## src/rtl/pair_store.sv

```systemverilog
module pair_store #(
  parameter int FP_LAT = 6,
  parameter int REC_W  = 46,
  localparam int IDX_W = (FP_LAT > 2) ? $clog2(FP_LAT) : 1,
  localparam int DEPTH = 1 << IDX_W
) (
  input  logic             clk,
  input  logic             rst_n,
  input  logic             tag_mode,
  input  logic             wr_en,
  input  logic [IDX_W-1:0] wr_tag,
  input  logic [REC_W-1:0] wr_rec,
  input  logic             rd_en,
  input  logic [IDX_W-1:0] rd_tag,
  output logic [REC_W-1:0] rd_rec,
  output logic             rd_valid,
  output logic             empty,
  output logic             full,
  output logic             wr_err,
  output logic             rd_err,
  input  logic             sv_en,
  output logic [REC_W:0]   sv_word,
  input  logic             rs_en,
  input  logic [REC_W:0]   rs_word
);
  logic [REC_W-1:0] mem [DEPTH];
  logic [DEPTH-1:0] vld;
  logic [IDX_W-1:0] head, tail, cptr;

  wire [IDX_W-1:0] wi = tag_mode ? wr_tag : tail;
  wire [IDX_W-1:0] ri = tag_mode ? rd_tag : head;
  wire [IDX_W-1:0] si = tag_mode ? cptr : IDX_W'(head + cptr);
  wire wr_ok = wr_en && !vld[wi];
  wire rd_ok = rd_en && vld[ri];

  assign sv_word = {vld[si], mem[si]};
  assign empty   = ~|vld;
  assign full    = &vld;

  always_ff @(posedge clk) begin
    if (rs_en) mem[cptr] <= rs_word[REC_W-1:0];
    else if (wr_ok) mem[wi] <= wr_rec;
  end

  always_ff @(posedge clk) begin
    if (!rst_n) begin
      vld      <= '0;
      head     <= '0;
      tail     <= '0;
      cptr     <= '0;
      rd_rec   <= '0;
      rd_valid <= 1'b0;
      wr_err   <= 1'b0;
      rd_err   <= 1'b0;
    end else begin
      rd_valid <= rd_ok;
      wr_err   <= wr_en && vld[wi];
      rd_err   <= rd_en && !vld[ri];
      if (rd_ok) begin
        rd_rec  <= mem[ri];
        vld[ri] <= 1'b0;
        if (!tag_mode) head <= head + 1'b1;
      end
      if (wr_ok) begin
        vld[wi] <= 1'b1;
        if (!tag_mode) tail <= tail + 1'b1;
      end
      if (sv_en) cptr <= cptr + 1'b1;
      if (rs_en) begin
        vld[cptr] <= rs_word[REC_W];
        cptr      <= cptr + 1'b1;
        if (cptr == '0) head <= '0;
        if (rs_word[REC_W]) tail <= cptr + 1'b1;
        else if (cptr == '0) tail <= '0;
      end
    end
  end
endmodule

```

## config.mk

```make
export PLATFORM = sky130hd
export DESIGN_NAME = pair_store
export DESIGN_NICKNAME = d
export VERILOG_FILES = /design/src/rtl/pair_store.sv
export SDC_FILE = /design/constraint.sdc
export NUM_CORES = 1
export LEC_CHECK = 0
export CAP_MARGIN = 25
export CORE_MARGIN = 3
export CORE_UTILIZATION = 57
export CTS_CLUSTER_SIZE = 16
export DETAILED_ROUTE_END_ITERATION = 8
export PLACE_DENSITY = 0.81
export SETUP_SLACK_MARGIN = 0.4
export SLEW_MARGIN = 0
export SYNTH_ARGS = -nofsm -noshare
export SYNTH_HDL_FRONTEND = slang
export SYNTH_SLANG_ARGS = --single-unit
export TNS_END_PERCENT = 10
```

## constraint.sdc

```tcl
create_clock -name clk -period 8.8 [get_ports clk]
set_input_delay 1.32 -clock clk [delete_from_list [all_inputs] [get_ports clk]]
set_output_delay 1.32 -clock clk [all_outputs]
set_load 0.05 [all_outputs]
```

* After elaboration in Yosys (flattened, before gate mapping)
Memories as Yosys holds them, arrays and structs flattened. A register that Yosys moved wholly into a read port is not among the register bits. Index checks and enable logic that the tools add are counted. W data, S select, Z words.
Cells by class: order comparisons 7, reductions and logical operators 16, add/subtract/negate cells 4, bitwise operators 3, mux-type cells 40
Operators by type and width (count):
- $mux W46 | 1
- $reduce_or A46 Y1 | 1
- $mux W3 | 15
- $mux W8 | 5
- $lt A3 B4 Y1 const B | 4
- $mux W1 | 12
- $add A3 B1 Y3 const B | 3
- $bmux W1 S3 | 3
- $demux W1 S3 | 3
- $ge A3 B1 Y1 const B | 3
- $and A8 B8 Y8 | 1
- $bwmux W8 | 1
- $not A8 Y8 | 1
- $or A8 B8 Y8 | 1
- $reduce_and A8 Y1 | 1
- $reduce_or A8 Y1 | 1
- $logic_and A1 B1 Y1 | 7
- $logic_not A1 Y1 | 4
- $add A3 B3 Y3 | 1
- $logic_not A3 Y1 | 1
- $reduce_bool A2 Y1 | 1
Storage, ports and cells: memories kept 1, register bits 20, memory bits (writable) 368, logic and storage cells 78, bits of input ports 106
Memories:
- mem | words 8, width 46, read ports 2, clocked after memory_dff 1, write ports 1, line 26 | logic [REC_W-1:0] mem [DEPTH];

* Depth between registers and ports, before layout
Gate-level depths: netlist of the first run.
depth in word-level cells 14, gate-level depth with buffers 11, gate-level depth less buffers 7

* Worst setup path after synthesis of the first run
Ideal clock, no wire load.
path type input to register, start point input port tag_mode, end point memory mem[5][0], enable pin, library setup time 513 ps, slack 2129 ps, buffers on the path 3, stages 8, arrival 6158 ps, required time 8287 ps, cell sequence buf_6 -> buf_2 -> o32ai_1 -> a22oi_1 -> a21oi_2 -> buf_2 -> nand2_1 -> o21ai_0
Between the ends: word-level cells in the longest chain between the ends 10, elaborated cells on any way between the ends 11
RTL lines:
- start: declaration | line 9 | input logic tag_mode,
- $mux W3 (*) | line 30 | wire [IDX_W-1:0] wi = tag_mode ? wr_tag : tail;
- $bmux W1 S3 | line 33 | wire wr_ok = wr_en && !vld[wi];
- $mux W1 (implied by the code) | line 33
- $logic_not A1 Y1 | line 33
- $logic_and A1 B1 Y1 | line 33
- $mux W1 | line 42 | else if (wr_ok) mem[wi] <= wr_rec;
- $mux W1 | line 41 | if (rs_en) mem[cptr] <= rs_word[REC_W-1:0];
- $mux W1 (implied by the code) | line 42
- $reduce_or A46 Y1 (no line)
- $mux W3 (no line) / $mux W1 (equally long branches)
- end: declaration | line 26
Every way passes the cells marked *; elsewhere a longest branch is shown, timed or not. The select of a mux whose other input is x is not followed.

* Worst setup path after layout of the first run
start point input port tag_mode, end point output port sv_word[26]
Between the ends: word-level cells in the longest chain between the ends 2
RTL lines:
- $mux W3 | line 32 | wire [IDX_W-1:0] si = tag_mode ? cptr : IDX_W'(head + cptr);
- $mem_v2 Z8 W46
- end: declaration | line 22 | output logic [REC_W:0] sv_word,
Every way passes these cells.

==> metrics, run 1 <==
result of the run complete, no violations; Worst-Margin Slew 1.12 ns; Critical Path Sink Type output pin; TritonCTS clock tree built; proportion of power drawn by flip-flops and latches 0.424; Die Area about 0.038 mm2; total negative setup slack 0 ns; EDFF count, synth between 300 and 400; sequential share of the synthesized area 0.606; per-instance average area after synthesis ~14 um2; fraction of registers with async set or reset after synthesis 0; via/cell ratio around 7; final setup violating endpoints 0; placeable core region 0.0349 mm2; Worst Skew ~0.022 ns; Primary FF master, synth sky130_fd_sc_hd__edfxtp_1; Vert. Die Dim slightly below 200 um; final period demand of the worst path 6.34 ns; vias in the first global route 14.8k; drt wl/cell 29.2 um; part of the power in the clock network 0.357; Crit path arrival time 5.02 ns; startpoint kind of the worst setup timing path primary input; depth of the CTS H-tree 2; largest net degree at the start of global routing 76; data required time of the critical path 7.48 ns; clock-pin slew on the worst setup and hold paths 0.06 ns; total of cells resized after clock tree synthesis 0; number of search-and-repair iterations in the first detailed-routing pass 6; PD cells around 230 mW/mm2; category of the most critical setup path in2out; peak ir drop on the vdd network 0.184 mV; fraction of final layout cells with drive strength greater than 1 0.198; P_sw 0.00164 W; Syn-to-layout area delta 21.0%; worst-path maximum fanout between 50 and 60; Cell Rows 68; Antenna Nets Post-Route 0; class of the most critical hold timing path reg2reg; Die W 195 um; DRC violations left 0; portion of total power attributed to combinational logic 0.219; flops & latches, synth 434; number of buffers inserted by hold repair at cts 0; Max Cap Viol 0; number of antenna violations at the first check in global routing 1; cell leakage power 8.16 nW; worst hold margin 0.463 ns; CTS Root Buffer Type sky130_fd_sc_hd__clkbuf_16; relative slew slack 0.252; non-filler cells, final 2,099; via total after detailed routing between 10k and 15k; total wire length 61,400 um; Post-CTS Setup Repair Bufs 0; Power Internal 0.00408 W; initial cell density of the core 0.585; Slew Limit Fails 0; Sink Count 434; top achievable clock speed 158 MHz; deepest clock path buffer count 3; number of different library cells in the post-synthesis netlist between 60 and 70; switching fraction of total power 0.286; global-route wire length before repair 91,000 um; minimum setup slack among reg-to-reg paths 4.44 ns; post-synthesis instance area around 0.02 mm2; gate count of the mapped netlist 1,425; net count of the mapped netlist 1,537; setup repair after global routing missed its margin no; Net count, final 1,718; detailed-placement wirelength estimate 35,100 um; Final Hold Violating Endpoints 0; Overflow after GRT 0; DRT iter0 DRCs 2,009; synth warn 0; clock insertion delay at the later pin of the skew report 0.57 ns; Cells after DPL 2,012; gpl congestion a little over 0.9; count of input and output buffers 203; portion of the clock cycle consumed by the worst path in the final layout 0.720; CTS buffer count 45; total routing resource utilization after global routing 0.314; top-level port count 204
-- cell usage in the layout, fill, tap and decap left out, types with 5 or more instances in the layout --
master / instances
sky130_fd_sc_hd__a32oi_1: 8
sky130_fd_sc_hd__nor2_1: 42
sky130_fd_sc_hd__nor3b_1: 5
sky130_fd_sc_hd__a222oi_1: 5
sky130_fd_sc_hd__o211ai_1: 18
sky130_fd_sc_hd__a31oi_1: 13
sky130_fd_sc_hd__inv_1: 11
sky130_fd_sc_hd__nand4_1: 19
sky130_fd_sc_hd__o21ai_0: 69
sky130_fd_sc_hd__xnor2_1: 6
sky130_fd_sc_hd__clkinv_2: 11
sky130_fd_sc_hd__a22oi_1: 18
sky130_fd_sc_hd__edfxtp_1: 368
sky130_fd_sc_hd__nand3_1: 46
sky130_fd_sc_hd__mux2_2: 81
sky130_fd_sc_hd__bufinv_16: 8
sky130_fd_sc_hd__a221oi_1: 21
sky130_fd_sc_hd__o22ai_1: 10
sky130_fd_sc_hd__o211a_1: 10
sky130_fd_sc_hd__clkdlybuf4s50_1: 202
sky130_fd_sc_hd__nor3_1: 6
sky130_fd_sc_hd__o21ai_1: 7
sky130_fd_sc_hd__nand2_1: 133
sky130_fd_sc_hd__dfxtp_1: 66
sky130_fd_sc_hd__clkbuf_8: 5
sky130_fd_sc_hd__nor2b_1: 5
sky130_fd_sc_hd__a211oi_1: 9
sky130_fd_sc_hd__clkbuf_16: 46
sky130_fd_sc_hd__nand2b_1: 5
sky130_fd_sc_hd__mux2i_1: 67
sky130_fd_sc_hd__mux4_2: 96
sky130_fd_sc_hd__clkinvlp_4: 5
sky130_fd_sc_hd__mux2i_4: 5
sky130_fd_sc_hd__buf_4: 32
sky130_fd_sc_hd__a21oi_1: 69
sky130_fd_sc_hd__mux2_1: 20
sky130_fd_sc_hd__ha_1: 5
-- registers in the layout, summed over array words and instances, names as in the netlist --
signal	count
rd_valid	1
head	3
mem	368
cptr	3
vld	8
tail	3
rd_rec	46
rd_err	1
wr_err	1
-- final timing paths --
path / to / start / cells after the start
worst min register to register: rd_rec[21] / rd_rec[21] / 2
worst max-delay path: sv_word[26] / tag_mode / 6
worst max register to register: rd_rec[24] / head[0] / 8
worst min-delay path: rd_rec[21] / rd_rec[21] / 2
-- synthesized netlist by cell type (6+ instances only) --
cell type,n,area share
sky130_fd_sc_hd__mux2_2,82,0.045
sky130_fd_sc_hd__a31oi_1,13,0.0040
sky130_fd_sc_hd__xnor2_1,7,0.0030
sky130_fd_sc_hd__mux2_1,21,0.012
sky130_fd_sc_hd__clkbuf_1,53,0.0097
sky130_fd_sc_hd__o21ai_0,70,0.017
sky130_fd_sc_hd__dfxtp_1,66,0.065
sky130_fd_sc_hd__nand4_1,19,0.0058
sky130_fd_sc_hd__a21oi_1,71,0.017
sky130_fd_sc_hd__a211oi_1,9,0.0033
sky130_fd_sc_hd__o22ai_1,10,0.0031
sky130_fd_sc_hd__a221oi_1,21,0.0090
sky130_fd_sc_hd__o211ai_1,18,0.0066
sky130_fd_sc_hd__nand3_1,46,0.011
sky130_fd_sc_hd__mux4_2,96,0.11
sky130_fd_sc_hd__nor2_1,47,0.0086
sky130_fd_sc_hd__a22oi_1,18,0.0066
sky130_fd_sc_hd__o21ai_1,8,0.0020
sky130_fd_sc_hd__a32oi_1,8,0.0034
sky130_fd_sc_hd__nor3_1,6,0.0015
sky130_fd_sc_hd__buf_1,17,0.0031
sky130_fd_sc_hd__nand2_1,134,0.025
sky130_fd_sc_hd__edfxtp_1,368,0.54
sky130_fd_sc_hd__inv_1,11,0.0020
sky130_fd_sc_hd__buf_2,31,0.0076
sky130_fd_sc_hd__o211a_1,10,0.0049
sky130_fd_sc_hd__mux2i_1,70,0.034
-- power by group through the flow --
stage,clock (W),combinational [W],sequential [W]
final,0.00204,0.00125,0.00242
after global routing,0.00214,0.00130,0.00243
after CTS,0.00205,0.00124,0.00242
after detailed placement,0,0.00123,0.00246
after global placement,0,0.00121,0.00245
after floorplan,0,0.000751,0.00252
-- critical path, stage by stage --
cell and delay [ns]:
sky130_fd_sc_hd__clkdlybuf4s50_1 0.66, sky130_fd_sc_hd__mux2i_4 0.72, sky130_fd_sc_hd__buf_4 0.79, sky130_fd_sc_hd__mux4_2 0.42
sky130_fd_sc_hd__mux2_2 0.31, sky130_fd_sc_hd__clkdlybuf4s50_1 0.73
-- area by class of cell --
cell class / instances / area (um2)
Timing Repair Buffer: 241 / 2390
Antenna cell: 1 / 2.50
Fill cell: 2260 / 10200
Tap cell: 455 / 569
Sequential cell: 434 / 12400
Clock inverter: 31 / 394
Inverter: 11 / 41.3
Multi-Input combinational cell: 873 / 7700
Clock buffer: 53 / 1230
-- metrics by stage --
stage	worst slack (ns)	utilization	area [um2]	power (W)
after CTS	2.53	0.707	24600	0.00571
after detailed placement	2.54	0.660	23000	0.00369
after global routing	2.40	0.708	24700	0.00587
final	2.46	0.708	24700	0.00571
after floorplan	2.13	-	20400	0.00327
after global placement	2.61	0.659	23000	0.00366
-- metal layers --
| layer | vias to the layer above | wire length (um) | track usage |
|---|---|---|---|
| li1 | 6073 | - | - |
| met1 | 7192 | 21700 | 0.423 |
| met2 | 1272 | 28600 | 0.502 |
| met3 | 215 | 8290 | 0.0690 |
| met4 | 2 | 2730 | 0.133 |
| met5 | - | 64 | 0 |
-- cells by family after synthesis --
kind of cell / after synthesis / synth area share
AOI/OAI and AO/OA: 307 / 0.100
xor gates and xnor gates: 8 / 0.00343
adders and majority gates: 6 / 0.00405
buffers and inverters: 118 / 0.0249
DFF: 434 / 0.606
muxes: 273 / 0.200
and+or+nand+nor: 279 / 0.0606
No activity file was read; power rests on OpenSTA's default activity.
==> run 2: changes to the inputs <==
- CORE_UTILIZATION: 57 -> 52
- PLACE_DENSITY: 0.81 -> 0.78
- clock period: 8.8 -> 5.5 ns (I/O delays scaled with it)
==> run 2 against run 1 <==
  * Design area about the same
  * Count of clock-buffer cells in the layout grew 6
  * Non-clock buffer count up 17
  * First-iteration DRC count is 1.6% lower
  * Sequential share of layout area barely moved
  * Routed wire length is 1.2% higher
  * Critical endpoint is now sv_word[23]
==> metrics, run 2 (synthesis gave the netlist of run 1 again) <==
Cell Rows 71 (+4.4%); total of cells resized after clock tree synthesis 0 (unchanged); startpoint kind of the worst setup timing path flop; worst hold margin 0.460 ns (-0.00264 ns); minimum setup slack among reg-to-reg paths 2.20 ns (-2.24 ns); peak ir drop on the vdd network 0.239 mV (+29%); origin of the critical flop-to-flop path head[0]; TritonCTS clock tree built; gpl congestion 0.862 (-4.9%); launch point of the worst hold path rd_rec[44]; category of the most critical setup path reg2out; DRT iter0 DRCs 1,976 (-1.6%); relative slew slack 0.321 (+0.0696); Cells after DPL 2,087 (+3.7%); non-filler cells, final 2,172 (+3.5%); Slew Limit Fails 0 (unchanged); drt wl/cell 28.6 um (-2.2%); via/cell ratio 6.71 (-4.6%); fraction of final layout cells with drive strength greater than 1 0.228 (+0.0299); PD cells 363 mW/mm2 (+57%); total routing resource utilization after global routing 0.296 (-0.0188); Post-CTS Setup Repair Bufs 0 (unchanged); end of the worst hold path rd_rec[44]; most common cell after layout, fill and taps aside sky130_fd_sc_hd__edfxtp_1; Final Hold Violating Endpoints 0 (unchanged); worst setup timing slack at the placement stage 0.932 ns (-1.61 ns); Critical Path Sink Type output pin; final period demand of the worst path 4.53 ns; Crit Reg-Reg Endpoint rd_rec[40]; via total after detailed routing 14.6k (-1.3%); final setup violating endpoints 0 (unchanged); clock-pin slew on the worst setup and hold paths 0.06 ns (about the same); register name with the most flops mem; CTS Root Buffer Type sky130_fd_sc_hd__clkbuf_16; number of cells on the worst reg-to-reg path 9 (+1); highest-count cells in the layout ignoring fill and taps sky130_fd_sc_hd__edfxtp_1, sky130_fd_sc_hd__clkdlybuf4s50_1, sky130_fd_sc_hd__nand2_1; cell leakage power 8.25 nW (+1.1%); number of antenna violations at the first check in global routing 1 (unchanged); total wire length 62,100 um (+1.2%); top achievable clock speed approximately 220 MHz; number of filler cells placed in the layout 2,736 (+21%); instance count along the most critical hold path 2 (unchanged); top-level port count 204 (unchanged); clock insertion delay at the later pin of the skew report 0.57 ns (about the same); placeable core region 0.0382 mm2 (+9.5%); Antenna Nets Post-Route 0 (unchanged); Syn-to-layout area delta 21.0% (about the same); Sink Count 434 (unchanged); class of the most critical hold timing path reg2reg; Crit path arrival time 3.70 ns (-1.32 ns); global-route wire length before repair 91,700 um (+0.72%); Regs by FF count mem x368, rd_rec x46, vld x8; register cell area after layout 0.0124 mm2 (unchanged); Worst-Margin Slew 1.01 ns (-0.104 ns); DRC violations left 0 (unchanged); depth of the CTS H-tree 2 (unchanged); Die Area 0.0417 mm2 (+9.3%); count of input and output buffers 203 (unchanged); number of flip-flops in the largest register 368 (unchanged); final setup slack of the worst path 0.973 ns (-1.49 ns); setup repair after global routing missed its margin no; Vert. Die Dim 204 um (+4.6%); Worst Skew 0.0216 ns (-0.0000348 ns); total negative setup slack 0 ns (unchanged); portion of the clock cycle consumed by the worst path in the final layout 0.823; number of search-and-repair iterations in the first detailed-routing pass 7 (+1); deepest clock path buffer count 3 (unchanged); initial cell density of the core 0.534 (-0.0508); Net count, final 1,735 (+0.99%); largest net degree at the start of global routing 55 (-28%); number of buffers inserted by hold repair at cts 0 (unchanged); vias in the first global route 14.6k (-1.7%); worst-path maximum fanout 50 (-7.4%); result of the run complete, no violations; detailed-placement wirelength estimate 37,500 um (+6.7%); footprint of the multi-input gates 0.00769 mm2 (-0.23%); Die W 204 um (+4.6%); CTS buffer count 45 (unchanged); Overflow after GRT 0 (unchanged); Max Cap Viol 0 (unchanged); data required time of the critical path 4.68 ns (-2.80 ns)
## run 2: cell type report
class,instances,share of cell area
tap,511,0.0259
timing repair buffer,258,0.0978
clock buffer,59,0.0519
clock inverter,25,0.0101
multi-input combinational,873,0.311
inverter,11,0.00167
antenna,1,0.000101
sequential,434,0.501
## run 2: power by group
group	total, W	switching (W)	internal, W
clock	0.00309	0.00126	0.00183
sequential	0.00388	0.0000969	0.00378
combinational	0.00199	0.00125	0.000746
total	0.00896	0.00260	0.00636
## run 2: worst max-delay path by stage
stage / endpoint / from / cells past startpoint
floorplan: mem[0][0] / tag_mode / 7
global placement: rd_rec[40] / tag_mode / 11
detailed placement: rd_rec[41] / tag_mode / 11
CTS: sv_word[23] / head[0] / 8
global route: sv_word[23] / head[0] / 8
finish: sv_word[23] / head[0] / 8
## run 2: stage by stage
stage / area [um2] / power [W] / util
floorplan: 20400 / 0.00522 / -
global placement: 23100 / 0.00588 / 0.606
detailed placement: 23200 / 0.00591 / 0.606
CTS: 24700 / 0.00897 / 0.646
global route: 24700 / 0.00923 / 0.646
finish: 24700 / 0.00896 / 0.646
## run 2: worst max-delay path, stage by stage, from the launching register on
cell and delay [ns]:
sky130_fd_sc_hd__dfxtp_1 0.60, sky130_fd_sc_hd__ha_1 0.22, sky130_fd_sc_hd__inv_1 0.05, sky130_fd_sc_hd__fa_1 0.48
sky130_fd_sc_hd__mux2i_4 0.25, sky130_fd_sc_hd__buf_12 0.42, sky130_fd_sc_hd__mux4_2 0.56, sky130_fd_sc_hd__mux2_2 0.34
sky130_fd_sc_hd__buf_4 0.21
## run 2: per-layer routing
metal | global-route usage | routed length (um) | vias up
li1 | - | - | 6111
met1 | 0.407 | 22900 | 7207
met2 | 0.466 | 29100 | 1065
met3 | 0.0591 | 7400 | 182
met4 | 0.121 | 2670 | 0
met5 | 0 | 0 | -
==> run 3: changes to the inputs <==
- CORE_UTILIZATION: 52 -> 57
- PLACE_DENSITY: 0.78 -> 0.81
- clock period: 5.5 -> 4.2 ns (I/O delays scaled with it)
==> run 3 against run 2 <==
  * Sequential share of layout area decreased by 1.1 points
  * Global-route usage rose by 3.7 points
  * Routed wire length rose by 3.5%
  * Clock skew is 0.0046 ns lower
  * First-iteration DRC count barely moved
  * Sequential power up 31%
  * Non-clock buffer count increased by 32
  * Count of clock-buffer cells in the layout shrank 1
  * Combinational power rose by 45%
  * Critical endpoint is now sv_word[45]
  * Critical path type unchanged
  * Hold slack about the same
  * Cell count down 1.3%
  * Die area down 8.5%
==> metrics, run 3 (synthesis gave the netlist of run 1 again) <==
CTS Root Buffer Type sky130_fd_sc_hd__clkbuf_16; cell leakage power 8.54 nW (+3.5%); peak ir drop on the vdd network 0.337 mV (+41%); Crit path arrival time 3.25 ns (-0.45 ns); TritonCTS clock tree built; register name with the most flops mem; Critical Path Sink Type output pin; setup repair after global routing missed its margin yes; gpl congestion 0.914 (+6.1%); non-filler cells, final 2,144 (-1.3%); via total after detailed routing 15.0k (+3.1%); DRC violations left 0 (unchanged); result of the run complete, no violations; Final Hold Violating Endpoints 0 (unchanged); final period demand of the worst path 3.88 ns; class of the most critical hold timing path reg2reg; Worst-Margin Slew 0.839 ns (-0.175 ns); number of flip-flops in the largest register 368 (unchanged); clock-pin slew on the worst setup and hold paths 0.06 ns (about the same); Antenna Nets Post-Route 0 (unchanged); total wire length 64,300 um (+3.5%); Cells after DPL 2,044 (-2.1%); fraction of final layout cells with drive strength greater than 1 0.244 (+0.0165); CTS buffer count 44 (-2.2%); Max Cap Viol 0 (unchanged); relative slew slack 0.440 (+0.119); final setup slack of the worst path 0.317 ns (-0.656 ns); Die W 195 um (-4.4%); category of the most critical setup path reg2out; vias in the first global route 15.4k (+5.8%); worst-path maximum fanout 8 (-84%); Die Area 0.0381 mm2 (-8.5%); total placed instance area 0.0233 mm2 (+0.54%); Worst Skew 0.0170 ns (-0.00461 ns); Vert. Die Dim 195 um (-4.4%); clock insertion delay at the later pin of the skew report 0.55 ns (-0.02 ns); highest-count cells in the layout ignoring fill and taps sky130_fd_sc_hd__edfxtp_1, sky130_fd_sc_hd__clkdlybuf4s50_1, sky130_fd_sc_hd__nand2_1; area of all placed cells without fillers 0.0252 mm2 (+2.2%); via/cell ratio 7.00 (+4.5%); depth of the CTS H-tree 2 (unchanged); final setup violating endpoints 0 (unchanged); deepest clock path buffer count 3 (unchanged); Regs by FF count mem x368, rd_rec x46, vld x8; top-level port count 204 (unchanged); detailed-placement wirelength estimate 37,700 um (+0.67%); top achievable clock speed 258 MHz; Slew Limit Fails 0 (unchanged); number of search-and-repair iterations in the first detailed-routing pass 8 (+1); Syn-to-layout area delta 23.7%; final standard cell utilization of the core 0.723 (+0.0772); global-route wire length before repair 95,400 um (+4.1%); count of input and output buffers 203 (unchanged); most common cell after layout, fill and taps aside sky130_fd_sc_hd__edfxtp_1; Overflow after GRT 0 (unchanged); DRT iter0 DRCs 1,977 (+0.051%); data required time of the critical path 3.57 ns (-1.11 ns); PD cells 464 mW/mm2 (+28%); worst setup timing slack at the placement stage 0.159 ns (-0.773 ns); largest net degree at the start of global routing 73 (+33%); total routing resource utilization after global routing 0.333 (+0.0371); startpoint kind of the worst setup timing path flop; placeable core region 0.0349 mm2 (-8.7%); Cell Rows 68 (-4.2%); Net count, final 1,766 (+1.8%); initial cell density of the core 0.585 (+0.0508); Sink Count 434 (unchanged); portion of the clock cycle consumed by the worst path in the final layout 0.924; number of antenna violations at the first check in global routing 2 (+1); drt wl/cell 30.0 um (+4.9%)
## run 3: final cells by class
type | instances | area [um2]
inverter | 11 | 43.8
clock buffer | 58 | 1190
timing repair buffer | 290 | 3120
clock inverter | 21 | 175
antenna | 2 | 5.00
sequential | 434 | 12400
multi-input combinational | 873 | 7740
tap | 455 | 569
fill | 2173 | 9650
## run 3: path summary, 6_finish.rpt
check	start	end	slack [ns]	cells after the start
worst min-delay path	rd_rec[12]	rd_rec[12]	0.46	2
worst min register to register	rd_rec[12]	rd_rec[12]	0.46	2
worst max register to register	head[0]	rd_rec[19]	1.42	9
worst max-delay path	head[0]	sv_word[45]	0.32	10
## run 3: per-stage QoR
stage	power [W]	hold slack [ns]	setup TNS, ns
floorplan	0.00684	0.495	-22.96
global placement	0.00771	0.447	0
detailed placement	0.00776	0.453	0
CTS	0.0116	0.464	0
global route	0.0120	0.495	0
finish	0.0117	0.460	0
## run 3: timing repair
action                                  CTS  global route
cloned                                    8             0
pin swaps                                 1             2
gates resized for setup                  64             7
setup buffers                             8             0
hold buffers                              0             0
endpoints found under the setup margin   47            47
## run 3: routing by layer
layer	part of all wire	vias to the layer above	routed length (um)	GRT usage
met5	0	-	0	0
met2	0.47	1324	30000	0.525
li1	-	6169	-	-
met4	0.053	0	3420	0.158
met1	0.33	7241	21500	0.423
met3	0.15	284	9330	0.106
## run 3: worst max-delay path, cell delays in order (launching register included)
cell	delay [ns]
sky130_fd_sc_hd__dfxtp_4	0.35
sky130_fd_sc_hd__ha_4	0.15
sky130_fd_sc_hd__inv_2	0.06
sky130_fd_sc_hd__fa_2	0.47
sky130_fd_sc_hd__mux2i_4	0.23
sky130_fd_sc_hd__buf_8	0.17
sky130_fd_sc_hd__buf_12	0.13
sky130_fd_sc_hd__buf_16	0.14
sky130_fd_sc_hd__mux4_2	0.53
sky130_fd_sc_hd__mux2_4	0.31
sky130_fd_sc_hd__buf_8	0.16
## run 3: power by group
part | internal, W | switching, W | total [W]
Clock | 0.00213 | 0.00161 | 0.00374
Combinational | 0.00117 | 0.00171 | 0.00288
Sequential | 0.00495 | 0.000130 | 0.00508
